==> src/rtl/sdiv_pkg.sv <==
package sdiv_pkg;
  // word addresses of the register port
  typedef enum logic [2:0] {
    ADR_DVS  = 3'd0,
    ADR_CTRL = 3'd1,
    ADR_DVD  = 3'd2,
    ADR_HI   = 3'd3,
    ADR_LO   = 3'd4
  } addr_e;

  // control register bit positions
  localparam int CTL_OVF = 0;
  localparam int CTL_IE  = 1;
endpackage

==> src/rtl/sdiv_core.sv <==
module sdiv_core #(
  parameter int W = 32
) (
  input  logic         clk,
  input  logic         rst,
  input  logic         start,
  input  logic [W-1:0] dvd_i,
  input  logic [W-1:0] dvs_i,
  output logic         busy_o,
  output logic         done_o,
  output logic [W-1:0] quo_o,
  output logic [W-1:0] rem_o,
  output logic         ovf_o
);
  localparam int CW = (W > 2) ? $clog2(W) : 1;
  localparam logic [W-1:0] MIN_V = {1'b1, {(W-1){1'b0}}};
  localparam logic [W-1:0] MAX_V = ~MIN_V;
  localparam logic [W-1:0] ALL1  = {W{1'b1}};

  logic [CW-1:0] cnt;
  logic          run_q, done_q;
  logic          qneg_q, rneg_q, ovf_q;
  logic [W-1:0]  rem_q, quo_q, mag_q;
  logic [W-1:0]  res_quo_q, res_rem_q;

  logic [W:0]    shifted, trial;
  logic          take, last, ovf_now;
  logic [W-1:0]  nrem, nquo, dvd_mag, dvs_mag;

  always_comb begin
    shifted = {rem_q, quo_q[W-1]};
    trial   = shifted - {1'b0, mag_q};
    take    = ~trial[W];
    nrem    = take ? trial[W-1:0] : shifted[W-1:0];
    nquo    = {quo_q[W-2:0], take};
    last    = (cnt == CW'(W-1));
    dvd_mag = dvd_i[W-1] ? ((~dvd_i) + W'(1)) : dvd_i;
    dvs_mag = dvs_i[W-1] ? ((~dvs_i) + W'(1)) : dvs_i;
    ovf_now = (dvs_i == '0) | ((dvd_i == MIN_V) & (dvs_i == ALL1));
  end

  // sequencing
  always_ff @(posedge clk) begin
    if (rst) begin
      run_q  <= 1'b0;
      done_q <= 1'b0;
      cnt    <= '0;
    end else begin
      done_q <= run_q & last;
      if (start) begin
        run_q <= 1'b1;
        cnt   <= '0;
      end else if (run_q) begin
        cnt <= cnt + CW'(1);
        if (last) run_q <= 1'b0;
      end
    end
  end

  // datapath: no reset needed
  always_ff @(posedge clk) begin
    if (start) begin
      rem_q  <= '0;
      quo_q  <= dvd_mag;
      mag_q  <= dvs_mag;
      qneg_q <= dvd_i[W-1] ^ dvs_i[W-1];
      rneg_q <= dvd_i[W-1];
      ovf_q  <= ovf_now;
    end else if (run_q) begin
      rem_q <= nrem;
      quo_q <= nquo;
      if (last) begin
        if (ovf_q)       res_quo_q <= qneg_q ? MIN_V : MAX_V;
        else if (qneg_q) res_quo_q <= (~nquo) + W'(1);
        else             res_quo_q <= nquo;
        res_rem_q <= rneg_q ? ((~nrem) + W'(1)) : nrem;
      end
    end
  end

  assign busy_o = run_q;
  assign done_o = done_q;
  assign quo_o  = res_quo_q;
  assign rem_o  = res_rem_q;
  assign ovf_o  = ovf_q;

  assert_start_runs_R2: assert property (@(posedge clk) disable iff (rst)
    start |=> run_q);
  assert_done_single_R2: assert property (@(posedge clk) disable iff (rst)
    done_q |=> !done_q);
  assert_done_idle_R2: assert property (@(posedge clk) disable iff (rst)
    done_q |-> !run_q);
  assert_zero_divisor_R4: assert property (@(posedge clk) disable iff (rst)
    (start && dvs_i == '0) |=> ovf_q);
  assert_min_by_neg1_R5: assert property (@(posedge clk) disable iff (rst)
    (start && dvd_i == MIN_V && dvs_i == ALL1) |=> ovf_q);
endmodule

==> src/rtl/sdiv_ctrl.sv <==
module sdiv_ctrl (
  input  logic clk,
  input  logic rst,
  input  logic wr_en,
  input  logic ie_wr,
  input  logic ovf_wr,
  input  logic hw_set,
  output logic ie_o,
  output logic ovf_o,
  output logic irq_o
);
  logic ie_q, ovf_q, irq_q;
  logic ie_d, ovf_d;

  always_comb begin
    ie_d  = wr_en ? ie_wr : ie_q;
    ovf_d = hw_set | (ovf_q & ~(wr_en & ~ovf_wr));
  end

  always_ff @(posedge clk) begin
    if (rst) begin
      ie_q  <= 1'b0;
      ovf_q <= 1'b0;
      irq_q <= 1'b0;
    end else begin
      ie_q  <= ie_d;
      ovf_q <= ovf_d;
      irq_q <= ie_d & ovf_d;
    end
  end

  assign ie_o  = ie_q;
  assign ovf_o = ovf_q;
  assign irq_o = irq_q;

  assert_flag_sticky_R6: assert property (@(posedge clk) disable iff (rst)
    (ovf_q && !(wr_en && !ovf_wr)) |=> ovf_q);
  assert_write1_inert_R6: assert property (@(posedge clk) disable iff (rst)
    (!ovf_q && !hw_set) |=> !ovf_q);
  assert_hw_wins_R6: assert property (@(posedge clk) disable iff (rst)
    hw_set |=> ovf_q);
  assert_irq_needs_both_R7: assert property (@(posedge clk) disable iff (rst)
    irq_q |-> (ie_q && ovf_q));
  assert_irq_when_both_R7: assert property (@(posedge clk) disable iff (rst)
    (ie_q && ovf_q) |-> irq_q);
endmodule

==> src/rtl/sgn_div_unit.sv <==
module sgn_div_unit
  import sdiv_pkg::*;
#(
  parameter int W  = 32,
  parameter int AW = 3
) (
  input  logic            clk,
  input  logic            rst,
  input  logic            bus_sel,
  input  logic            bus_wr,
  input  logic [AW-1:0]   bus_addr,
  input  logic [W/8-1:0]  bus_be,
  input  logic [W-1:0]    bus_wdata,
  output logic [W-1:0]    bus_rdata,
  output logic            busy,
  output logic            irq
);
  localparam logic [AW-1:0] A_DVS  = AW'(ADR_DVS);
  localparam logic [AW-1:0] A_CTRL = AW'(ADR_CTRL);
  localparam logic [AW-1:0] A_DVD  = AW'(ADR_DVD);
  localparam logic [AW-1:0] A_HI   = AW'(ADR_HI);
  localparam logic [AW-1:0] A_LO   = AW'(ADR_LO);

  logic [W-1:0] dvs_q, dvd_q, hi_q, lo_q, rdata_q;
  logic         core_busy, core_done, core_ovf;
  logic [W-1:0] core_quo, core_rem;
  logic         ctl_ie, ctl_ovf;
  logic         wr_full, dvs_we, start, ctrl_we, rd_en;

  always_comb begin
    wr_full = bus_sel & bus_wr & (&bus_be) & ~busy;
    dvs_we  = wr_full & (bus_addr == A_DVS);
    start   = wr_full & (bus_addr == A_DVD);
    ctrl_we = bus_sel & bus_wr & bus_be[0] & (bus_addr == A_CTRL);
    rd_en   = bus_sel & ~bus_wr;
  end

  sdiv_core #(.W(W)) u_core (
    .clk    (clk),
    .rst    (rst),
    .start  (start),
    .dvd_i  (bus_wdata),
    .dvs_i  (dvs_q),
    .busy_o (core_busy),
    .done_o (core_done),
    .quo_o  (core_quo),
    .rem_o  (core_rem),
    .ovf_o  (core_ovf)
  );

  sdiv_ctrl u_ctrl (
    .clk    (clk),
    .rst    (rst),
    .wr_en  (ctrl_we),
    .ie_wr  (bus_wdata[CTL_IE]),
    .ovf_wr (bus_wdata[CTL_OVF]),
    .hw_set (core_done & core_ovf),
    .ie_o   (ctl_ie),
    .ovf_o  (ctl_ovf),
    .irq_o  (irq)
  );

  // operand and result registers: left unreset
  always_ff @(posedge clk) begin
    if (dvs_we) dvs_q <= bus_wdata;
    if (start) begin
      dvd_q <= bus_wdata;
      lo_q  <= bus_wdata;
      hi_q  <= {W{bus_wdata[W-1]}};
    end else if (core_done) begin
      dvd_q <= core_quo;
      lo_q  <= core_quo;
      hi_q  <= core_rem;
    end
  end

  always_ff @(posedge clk) begin
    if (rst) begin
      rdata_q <= '0;
    end else if (rd_en) begin
      case (bus_addr)
        A_DVS:   rdata_q <= dvs_q;
        A_CTRL:  rdata_q <= {{(W-2){1'b0}}, ctl_ie, ctl_ovf};
        A_DVD:   rdata_q <= dvd_q;
        A_HI:    rdata_q <= hi_q;
        A_LO:    rdata_q <= lo_q;
        default: rdata_q <= '0;
      endcase
    end
  end

  assign busy      = core_busy | core_done;
  assign bus_rdata = rdata_q;

  assert_ctrl_upper_zero_R8: assert property (@(posedge clk) disable iff (rst)
    (rd_en && bus_addr == A_CTRL) |=> (bus_rdata[W-1:2] == '0));
  assert_partial_no_start_R9: assert property (@(posedge clk) disable iff (rst)
    (bus_sel && bus_wr && bus_addr == A_DVD && !(&bus_be) && !busy) |=> !busy);
  assert_divisor_kept_R3: assert property (@(posedge clk) disable iff (rst)
    busy |=> $stable(dvs_q));
  assert_unmapped_zero_R11: assert property (@(posedge clk) disable iff (rst)
    (rd_en && bus_addr > A_LO) |=> (bus_rdata == '0));
  assert_rdata_hold_R11: assert property (@(posedge clk) disable iff (rst)
    !rd_en |=> $stable(bus_rdata));
endmodule

==> config.mk <==
export PLATFORM = sky130hd
export DESIGN_NAME = sgn_div_unit
export DESIGN_NICKNAME = d
export VERILOG_FILES = /design/src/rtl/sdiv_pkg.sv /design/src/rtl/sdiv_core.sv /design/src/rtl/sdiv_ctrl.sv /design/src/rtl/sgn_div_unit.sv
export SDC_FILE = /design/constraint.sdc
export NUM_CORES = 1
export LEC_CHECK = 0
export CAP_MARGIN = 0
export CORE_ASPECT_RATIO = 0.5
export CORE_MARGIN = 5
export CORE_UTILIZATION = 56
export DETAILED_ROUTE_END_ITERATION = 16
export PLACE_DENSITY = 0.78
export RECOVER_POWER = 25
export SYNTH_ARGS = -nofsm -noshare
export SYNTH_HDL_FRONTEND = slang
export SYNTH_SLANG_ARGS = --single-unit
==> constraint.sdc <==
create_clock -name clk -period 4.9 [get_ports clk]
set_input_delay 0.98 -clock clk [delete_from_list [all_inputs] [get_ports clk]]
set_output_delay 0.98 -clock clk [all_outputs]
set_load 0.02 [all_outputs]
Yosys cells after proc, flatten, opt, wreduce, memory -nomap -nowiden
Cells that the tools add are included.
{ "classes": {"addsub": 6, "eq_ne": 7, "muxes": 18, "bitwise_logic": 28, "n_reduce_logical": 8} }
{ "ops": {"columns": ["operator", "n"], "rows": [
  ["$mux 32", 12],
  ["$add 32x1->32 const B", 4],
  ["$not 32->32", 4],
  ["$pmux 32 s4", 1],
  ["$eq 32x32->1 const B", 2],
  ["$sub 33x32->33", 1],
  ["$logic_not 32->1", 1],
  ["$mux 31", 1],
  ["$and 1x1->1", 14],
  ["$eq 3x2->1 const B", 2],
  ["$not 1->1", 6],
  ["$add 5x1->5 const B", 1],
  ["$eq 5x5->1 const B", 1],
  ["$mux 1", 4],
  ["$reduce_and 4->1", 1],
  ["$reduce_bool 2->1", 2],
  ["$reduce_or 2->1", 2],
  ["$eq 3x1->1 const B", 1],
  ["$eq 3x3->1 const B", 1],
  ["$logic_not 3->1", 1],
  ["$or 1x1->1", 3],
  ["$reduce_and 3->1", 1],
  ["$xor 1x1->1", 1]
]} }
{ "totals": {"reg_bits": 301, "in_bits": 43, "out_inout_bits": 34, "word_cells": 86} }

Logic depth before layout (Yosys ltp)
Gate-level depths: netlist of run 1.
{ "depth": {"depth_word": 8, "ltp_mapped": 28} }

By module
Synthesis of run 1 repeated with hierarchy kept, for this count alone.
{ "hier_totals": {"cells_unflattened": 1720, "area_unflattened_um2": 17406.7} }
{ "by_module_without_submodules": {"columns": ["mod", "instances", "cells_per_inst", "area_per_inst_um2", "seq_area_each_um2"], "rows": [
  ["sdiv_core", 1, 1266, 11653.7, 4714.5],
  ["sgn_div_unit", 1, 445, 5650.4, 3523.4],
  ["sdiv_ctrl", 1, 9, 102.6, 60.1]
]} }

Least setup slack after synthesis of run 1
OpenSTA, ideal clock, no wires.
{ "synth_path": {"path_type": "reg2reg", "from": "register u_core.quo_q[31]", "to": "register u_core.res_rem_q[30], in the netlist u_core.rem_o[30] (data pin)", "setup_time_ps": 266, "t_arrival_ps": 5141, "setup_slack_ps": -508, "path_stages_with_launch": 27, "path_buffers": 2, "synth_period_minus_slack_ps": 5408, "cell_sequence": "edfxtp_1 > inv_1 > ha_1 > inv_1 > fa_1 > nand3_1 > a211oi_1 > o21a_1 > o311a_1 > nor3_2 > nor2_1 > inv_1 > buf_4 > clkbuf_1 > o21ai_0 > inv_1 > ha_1 > inv_1 > nor2_1 > a21oi_1 > a2111o_1 > or3_1 > nor3_2 > o22ai_1 > nor4_4 > a41oi_1 > xor2_1"} }
{ "synth_between": {"elab_chain_len": 5} }
{ "synth_rtl": {"columns": ["element", "line_no", "text"], "rows": [
  ["start, declared", "sdiv_core.sv:23", "logic [W-1:0] rem_q, quo_q, mag_q;"],
  ["start signal, assigned", "sdiv_core.sv:64", "quo_q <= dvd_mag;"],
  ["start signal, assigned", "sdiv_core.sv:71", "quo_q <= nquo;"],
  ["$sub 33x32->33", "sdiv_core.sv:32", "trial = shifted - {1'b0, mag_q};"],
  ["$mux 32 *", "sdiv_core.sv:34", "nrem = take ? trial[W-1:0] : shifted[W-1:0];"],
  ["named net u_core.nrem[0]", "sdiv_core.sv:28", "logic [W-1:0] nrem, nquo, dvd_mag, dvs_mag;"],
  ["$not 32->32 *", "sdiv_core.sv:76", "res_rem_q <= rneg_q ? ((~nrem) + W'(1)) : nrem;"],
  ["$add 32x1->32 *", "sdiv_core.sv:76", null],
  ["$mux 32 *", "sdiv_core.sv:76", null],
  ["end signal, assigned", "sdiv_core.sv:76", null],
  ["end, declared", "sdiv_core.sv:24", "logic [W-1:0] res_quo_q, res_rem_q;"]
]} }
The timed path passes the listed nets; every way through them passes the cells marked *.
A chain may end at the register's enable or synchronous reset.

Worst setup path after layout of run 1
{ "layout_path": {"from": "register u_core.quo_q[31]", "to": "register u_core.res_rem_q[16], in the netlist u_core.rem_o[16] (data pin)"} }
{ "layout_between": {"elab_chain_len": 5} }
{ "layout_rtl": {"columns": ["element", "line_no"], "rows": [
  ["$sub 33x32->33", "sdiv_core.sv:32"],
  ["$mux 32 *", "sdiv_core.sv:34"],
  ["$not 32->32", "sdiv_core.sv:76"],
  ["$add 32x1->32", "sdiv_core.sv:76"],
  ["$mux 32 *", "sdiv_core.sv:76"]
]} }
Every way passes the cells marked *; elsewhere a longest branch is shown, timed or not.

==> metrics.md, run 1 <==
| Metric | Value |
|---|---|
| Via density | 6.395 |
| Crit-path leading delay family | simple AND/OR/NAND/NOR gates |
| Cell with the biggest individual delay on the critical path | fa_2 |
| R2R setup slack | 0.08 ns |
| Root Driver | clkbuf_16 |
| ANT cells | 0 |
| Antenna-violating nets left | 0 |
| IO Count | 77 |
| RePlAce Congestion | 0.9095 |
| Post-synth EDFFs | 227 |
| Min cycle time layout | 4.819 ns |
| Mux contribution to synthesized area | 0.01792 |
| Vias in the first global route | 13,426 |
| Num CTS Buffers | 28 |
| Outcome | complete, but fails checks |
| Compound-Gate Fraction of Synth Area | 0.1901 |
| Post-Layout Cell Count | between 2,000 and 2,500 |
| Area growth, synth to finish | 13.21% |
| Final instance area | approximately 20,000 um^2 |
| Post-Place Setup Slack | -0.07072 ns |
| Synth warnings | 0 |
| VDD IR max | around 0.00023 V |
| Count of cell types in the netlist | 82 |
| Vias | about 15,000 |
| Worst path bufs/invs | 4 |
| DRC | 0 |
| Crit end category | register |
| Dpl cell area | around 18,000 um^2 |
| Worst-skew pair later-pin latency | around 0.54 ns |
| Max Freq | 0.2075 GHz |
| Mapped Area | 17,240 um^2 |
| I/O Buffers | 76 |
| Top-area cell type share of the netlist area | 0.3954 |
| WP data arrival | 5.10 ns |
| DR pass1 iterations | 6 |
| Final Hold Viols | 0 |
| Power Total | 6.211 mW |
| CTS tree | built |
| Initial Util | 0.5681 |
| Mean Syn Cell Area | between 9 and 10 um^2 |
| Rel. slew slack | -0.9966 |
| Yosys top cell by area | edfxtp_1 |
| Worst-case reg-to-reg path depth | 23 |
| Critical path cell sequence | inv_2 > ha_4 > inv_2 > fa_2 > nand3_4 > a211oi_4 > o21a_2 > o311a_4 > nor3_4 > nor2_4 > mux2i_2 > ha_2 > inv_1 > nor2_1 > a21oi_1 > a2111o_1 > or3_1 > nor3_2 > o22ai_2 > buf_6 > or3_4 > o21ai_2 > xnor2_1 |
| Worst-Margin Slew | 2.993 ns |
| Slew Viols, Final | 178 |
| Die height | 134.1 um |
| CTS max path bufs | 3 |
| Adder-cell share of the synthesized area | 0.02946 |
| CP peak stage delay | 0.41 ns |
| WS Path Type | reg -> reg |
| Clock Skews | 0.008225 ns |
| Drt initial violations | 2,093 |
| #FFs+latches synth | between 300 and 400 |
| GRT Total Usage | 0.2737 |
| Class of the worst hold path | reg -> reg |
| Reg-to-reg endpoint | u_core.rem_o[16]$_DFFE_PP_ |
| Largest family of logic cells by synthesized area | compound AO/OA/AOI/OAI gates |
| Worst-path clk slew | 0.07 ns |
| Antenna violations before repair | 0 |
| Die area | 34,610 um^2 |
| Failing checks | capacitance limit, slew limit |
| Final setup vio count | 0 |
| Power per cell area | 318.2 nW/um^2 |
| CORE AREA | 30,350 um^2 |
| Final WS setup | a little over 0.08 ns |
| First-pass GRT wire length | between 70,000 and 80,000 um |
| Layout cell share with drive strength beyond 1 | 0.08149 |
| Crit path max fanout | 4 |
| DP HPWL | 34,380 um |
| Hold_buf cts | 0 |
| H-tree Lvls | 1 |
| Ys flop type | edfxtp_1 |
| Unrepaired setup endpoints after global routing | true |
| WL/cell | 21.33 um |
| Post-synthesis xor/xnor area fraction | 0.06147 |
| Largest net degree at the start of global routing | 96 |
| Number of max-cap violations | 5 |
| Post-Synthesis Cells | 1,826 |
| Worst EP required | 5.18 ns |
| Cell count after placement | 2,239 |
| Sink Count | 301 |
| Worst hold endpoint | u_core.rem_q[26]$_SDFFE_PP0P_ |
| Fin crit share | 0.9835 |
| Hold path startpoint | u_core.rem_q[26]$_SDFFE_PP0P_ |
| Syn_nets | ~1,900 |
| Asr flop ratio synth | 0 |
| Die width | 258.1 um |
| Critical Path Most Common Cell | inv_2 |
| # rows | 45 |
| Post-Synth Simple-Gate Area | 0.1761 |
| Hold path cells | 2 |
| Reg2reg start | u_core.quo_q[31]$_DFFE_PP_ |
| Fin nets | a little under 2,000 |
| Final core utilization | 0.6432 |
| Fraction of the yosys area taken by sequential cells | 0.4813 |
| Total Wirelength | 49,070 um |
| Area contributors post-synth | edfxtp_1 40%, dfxtp_1 8.6%, nand2_1 6.8%, o21ai_0 4.0%, xnor2_1 3.3% |
| Final global-route overflow total | 0 |
| CP Launch Type | register |
| LEAKAGE | about 7.4 nW |
-- kinds of logic after synthesis --
| group | Yosys count |
|---|---|
| AOI/OAI and AO/OA | 491 |
| xor gates and xnor gates | 121 |
| adders and majority gates | 40 |
| buffers and inverters | 196 |
| DFF | 301 |
| muxes | 28 |
| and+or+nand+nor | 649 |
-- worst max path at each step --
stage                          startpoint                          to  slack [ns]  cells after the start
4_1_cts        u_core.quo_q[31]$_DFFE_PP_  u_core.rem_o[30]$_DFFE_PP_        0.02                     23
3_3_place_gp   u_core.quo_q[31]$_DFFE_PP_  u_core.rem_o[30]$_DFFE_PP_        0.05                     25
6_report       u_core.quo_q[31]$_DFFE_PP_  u_core.rem_o[16]$_DFFE_PP_        0.08                     23
5_1_grt        u_core.quo_q[31]$_DFFE_PP_  u_core.rem_o[16]$_DFFE_PP_       -0.15                     23
3_5_place_dp   u_core.quo_q[31]$_DFFE_PP_  u_core.rem_o[30]$_DFFE_PP_       -0.07                     25
2_1_floorplan  u_core.quo_q[31]$_DFFE_PP_  u_core.rem_o[16]$_DFFE_PP_       -0.08                     24
-- what timing repair did --
| action | CTS | global route |
|---|---|---|
| setup buffers | 5 | 5 |
| cloned | 0 | 0 |
| setup endpoints to repair | 6 | 10 |
| resized for setup | 5 | 14 |
| pin swaps | 7 | 17 |
-- synth_stat cells (32+ instances only) --
cell and n:
xnor2_1 64, xor2_1 57, dfxtp_1 74, nor3_1 32, nand2_1 311, ha_1 39
clkbuf_1 87, nor2_1 123, inv_1 88, edfxtp_1 227, a22oi_1 64, o21ai_0 139
o32ai_1 32, a21oi_1 74
-- worst reg2reg max path, stage by stage (launching register included) --
cell      delay [ns]
edfxtp_1        0.40
inv_2           0.09
ha_4            0.13
inv_2           0.05
fa_2            0.41
nand3_4         0.10
a211oi_4        0.07
o21a_2          0.25
o311a_4         0.33
nor3_4          0.24
nor2_4          0.08
mux2i_2         0.20
ha_2            0.24
inv_1           0.06
nor2_1          0.08
a21oi_1         0.07
a2111o_1        0.29
or3_1           0.33
nor3_2          0.23
o22ai_2         0.16
buf_6           0.17
or3_4           0.33
o21ai_2         0.16
xnor2_1         0.08
-- power breakdown --
part	internal, mW	leakage (nW)	switching [mW]	total, mW
sequential	2.79	2.65	0.0663	2.86
clock	1.15	0.432	0.958	2.11
combinational	0.471	4.33	0.773	1.24
total	4.41	7.41	1.80	6.21
-- registers in the layout, indices dropped and copies added, names as in the netlist --
name           count
bus_rdata         32
dvs_q             32
hi_q              32
lo_q              32
u_core.mag_q      32
u_core.quo_o      32
u_core.quo_q      32
u_core.rem_o      32
u_core.rem_q      32
u_core.cnt         5
u_core.busy_o      1
u_core.done_o      1
u_core.ovf_o       1
u_core.qneg_q      1
u_core.rneg_q      1
u_ctrl.ie_o        1
u_ctrl.irq_o       1
u_ctrl.ovf_o       1
-- stage by stage --
step / hold slack, ns / TNS [ns]
6_report: 0.5041 / 0
3_3_place_gp: 0.4886 / 0
3_5_place_dp: 0.4927 / -0.2373
2_1_floorplan: 0.4610 / -0.3170
5_1_grt: 0.5309 / -0.6303
4_1_cts: 0.5017 / 0
-- cell usage in the layout (no fill, tap or decap), drive strengths merged, types with 12 or more instances in the layout --
cell type	n
nand2	311
edfxtp	227
o21ai	150
nor2	123
inv	88
a21oi	76
dfxtp	74
xnor2	64
a22oi	64
dlygate4sd3	60
xor2	57
buf	52
ha	39
clkbuf	39
nor3	36
o32ai	32
o31ai	31
nand3	29
mux2i	23
or4	23
nand2b	22
o22ai	22
or3	20
a21o	19
clkinv	16
nand4	15
clkdlybuf4s50	15
nor4	14
nor3b	13
o41ai	13
a31oi	12
o21a	12
-- area by class of cell --
class                      count  area (um^2)
tap                          399        499.2
multi-input combinational   1329         8347
clock buffer                  34        754.5
fill                        2321        10830
clock inverter                18        117.6
inverter                      88        330.3
sequential                   301         8298
timing repair buffer         132         1174
-- metal layers --
layer | track usage | wire [um] | share of wire
met5 | 0 | 0 | 0
met4 | 0.06339 | 1186 | 0.024
met3 | 0.06527 | 6268 | 0.13
met2 | 0.4018 | 20680 | 0.42
met1 | 0.4132 | 20940 | 0.43
(Power assumes the default switching activity.)
==> run 2: changes to the inputs <==
--- a/config.mk
+++ b/config.mk
@@ -8,9 +8,9 @@
 export CAP_MARGIN = 0
 export CORE_ASPECT_RATIO = 0.5
 export CORE_MARGIN = 5
-export CORE_UTILIZATION = 56
+export CORE_UTILIZATION = 60
 export DETAILED_ROUTE_END_ITERATION = 16
-export PLACE_DENSITY = 0.78
+export PLACE_DENSITY = 0.79
 export RECOVER_POWER = 25
 export SYNTH_ARGS = -nofsm -noshare
 export SYNTH_HDL_FRONTEND = slang
==> constraint.sdc (replaced) <==
create_clock -name clk -period 5.2 [get_ports clk]
set_input_delay 1.04 -clock clk [delete_from_list [all_inputs] [get_ports clk]]
set_output_delay 1.04 -clock clk [all_outputs]
set_load 0.02 [all_outputs]
==> metrics.md, run 2 (same netlist as run 1, synthesis figures left out) <==
| Metric | Value |
|---|---|
| Commonest non-fill, non-tap cells in the layout | 311 x nand2_1, 227 x edfxtp_1, 138 x o21ai_0 |
| Largest net degree at the start of global routing | 98 (+2.1%) |
| Antenna violations before repair | 0 (unchanged) |
| Sw Ratio | 0.2824 (-0.006943) |
| CTS max path bufs | 3 (unchanged) |
| GRT Total Usage | 0.2908 (+0.01713) |
| Vias in the first global route | 13,352 (-0.55%) |
| Number of max-cap violations | 6 (+1) |
| Via density | 6.436 (+0.65%) |
| Hold_ws | 0.5010 ns (-0.003138 ns) |
| Cell count after placement | 2,214 (-1.1%) |
| Area growth, synth to finish | 12.56% |
| WP data arrival | 5.36 ns (+0.26 ns) |
| Slew Viols, Final | 168 (-5.6%) |
| Reg power frac | 0.450 (-0.010) |
| Root Driver | clkbuf_16 |
| Max Freq | 0.1976 GHz (-4.8%) |
| Internal | 4.298 mW (-2.6%) |
| ANT cells | 0 (unchanged) |
| WS Path Type | reg -> reg |
| # rows | 43 (-4.4%) |
| Outcome | complete, but fails checks |
| Fillers | 2,060 (-11%) |
| Setup crit start | u_core.quo_q[31]$_DFFE_PP_ |
| Post-Place Setup Slack | 0.06264 ns (+0.1334 ns) |
| Worst EP required | 5.50 ns (+0.32 ns) |
| DRC | 0 (unchanged) |
| Reg2reg start | u_core.quo_q[31]$_DFFE_PP_ |
| Power per cell area | 308.6 nW/um^2 (-3.0%) |
| RePlAce Congestion | 0.9355 (+2.9%) |
| WL/cell | 21.26 um (-0.32%) |
| Fin crit share | 0.9730 (-0.01050) |
| Die height | 129.9 um (-3.1%) |
| Drt initial violations | 2,218 (+6.0%) |
| IO Count | 77 (unchanged) |
| Comb pwr share | 0.190 (-0.010) |
| Antenna-violating nets left | 0 (unchanged) |
| Total Wirelength | 48,280 um (-1.6%) |
| Final Hold Viols | 0 (unchanged) |
| Unrepaired setup endpoints after global routing | true |
| Rel. slew slack | -0.7658 (+0.2308) |
| Layout cell share with drive strength beyond 1 | 0.06935 (-0.01214) |
| Crit end category | register |
| CTS tree | built |
| Hold_buf cts | 0 (unchanged) |
| Setup TNS | 0 ns (unchanged) |
| Failing checks | capacitance limit, slew limit |
| DR pass1 iterations | 6 (unchanged) |
| Class of the worst hold path | reg -> reg |
| Initial Util | 0.6151 (+0.04697) |
| Die width | 249.7 um (-3.3%) |
| Clk network pwr share | 0.360 (+0.021) |
| Worst-Margin Slew | 2.647 ns (-0.3460 ns) |
| VDD IR max | 0.0002088 V (-11%) |
| CORE AREA | 28,030 um^2 (-7.6%) |
| I/O Buffers | 76 (unchanged) |
| Power Total | 5.990 mW (-3.6%) |
| Commonest non-fill, non-tap cell in the layout | nand2_1 |
| Worst-path clk slew | 0.07 ns (about the same) |
| Worst-skew pair later-pin latency | 0.56 ns (+0.02 ns) |
| Clock Skews | 0.01717 ns (+0.008942 ns) |
| LEAKAGE | 7.270 nW (-1.9%) |
| Hold path startpoint | u_core.rem_q[26]$_SDFFE_PP0P_ |
| Crit path max fanout | 5 (+1) |
| Sink Count | 301 (unchanged) |
| DP HPWL | 33,660 um (-2.1%) |
| H-tree Lvls | 1 (unchanged) |
| Net Sw Power | 1.692 mW (-5.9%) |
| Post-Layout Cell Count | 2,271 (-1.3%) |
| Final WS setup | 0.1403 ns (+0.05952 ns) |
| R2R setup slack | 0.14 ns (+0.06 ns) |
| Final global-route overflow total | 0 (unchanged) |
| CP Launch Type | register |
| Min cycle time layout | 5.060 ns (+0.2405 ns) |
| Vias | 14,616 (-0.67%) |
| First-pass GRT wire length | 75,370 um (-0.82%) |
| Final setup vio count | 0 (unchanged) |
| Num CTS Buffers | 28 (unchanged) |
| Die area | 32,430 um^2 (-6.3%) |
| Fin nets | 1,950 (-0.66%) |
[run 2: cell count changes in the layout (fill, tap and decap cells not counted), sizes merged]
cell | previous run | this run
bufinv | 1 | 4
buf | 52 | 37
clkdlybuf4s50 | 15 | 39
clkbuf | 39 | 44
dlygate4sd3 | 60 | 36
clkinv | 16 | 9
clkinvlp | 1 | 2
[run 2: critical path, stage by stage (launching register included)]
cell      delay [ns]
edfxtp_1        0.42
inv_1           0.09
ha_2            0.17
inv_1           0.07
fa_2            0.43
nand3_2         0.11
a211oi_2        0.08
o21a_1          0.22
o311ai_2        0.33
a21oi_2         0.14
nor2_4          0.16
mux2i_2         0.32
ha_4            0.19
nand2_1         0.05
a21oi_1         0.11
a21oi_1         0.06
a2111o_1        0.31
or3_4           0.36
nor3_4          0.23
o22ai_4         0.13
nor4_4          0.31
buf_4           0.19
a41oi_2         0.14
xor2_1          0.19
[run 2: power groups by stage]
stage / sequential [mW] / clock (mW) / combinational [mW]
6_report: 2.70 / 2.15 / 1.14
5_1_grt: 2.70 / 2.27 / 1.23
4_1_cts: 2.69 / 2.16 / 1.10
3_5_place_dp: 2.74 / 0 / 1.08
3_3_place_gp: 2.74 / 0 / 1.07
2_1_floorplan: 2.73 / 0 / 0.774
[run 2: routing by layer]
layer  up-vias  track usage  wire length [um]
met4         0      0.07060              1221
li1       6771            -                 -
met1      6861       0.4465             21240
met5         -            0                 0
met3        81      0.06353              6051
met2       903       0.4234             19770
[run 2: area by class of cell]
type | instances | area (um^2) | share of cell area
sequential | 301 | 8298 | 0.4276
clock inverter | 15 | 181.4 | 0.009348
inverter | 88 | 330.3 | 0.01702
clock buffer | 37 | 765.7 | 0.03946
multi-input combinational | 1329 | 8285 | 0.4269
tap | 382 | 478.0 | 0.02463
timing repair buffer | 119 | 1069 | 0.05506
[run 2: what timing repair did]
item                                    in CTS  in global routing
buffers inserted                             0                  5
endpoints found under the setup margin       0                 10
gates resized for setup                      0                 15
[run 2: final timing paths]
path	to	cells after the start
setup / recovery	u_core.rem_o[30]$_DFFE_PP_	23
hold / removal	u_core.rem_q[26]$_SDFFE_PP0P_	2
setup reg to reg	u_core.rem_o[30]$_DFFE_PP_	23
hold reg to reg	u_core.rem_q[26]$_SDFFE_PP0P_	2
[run 2: per-stage QoR]
step / utilization / area, um^2
CTS: 0.6897 / 19330
global route: 0.6924 / 19410
finish: 0.6924 / 19410
floorplan: - / 17260
global placement: 0.6559 / 18390
detailed placement: 0.6559 / 18390
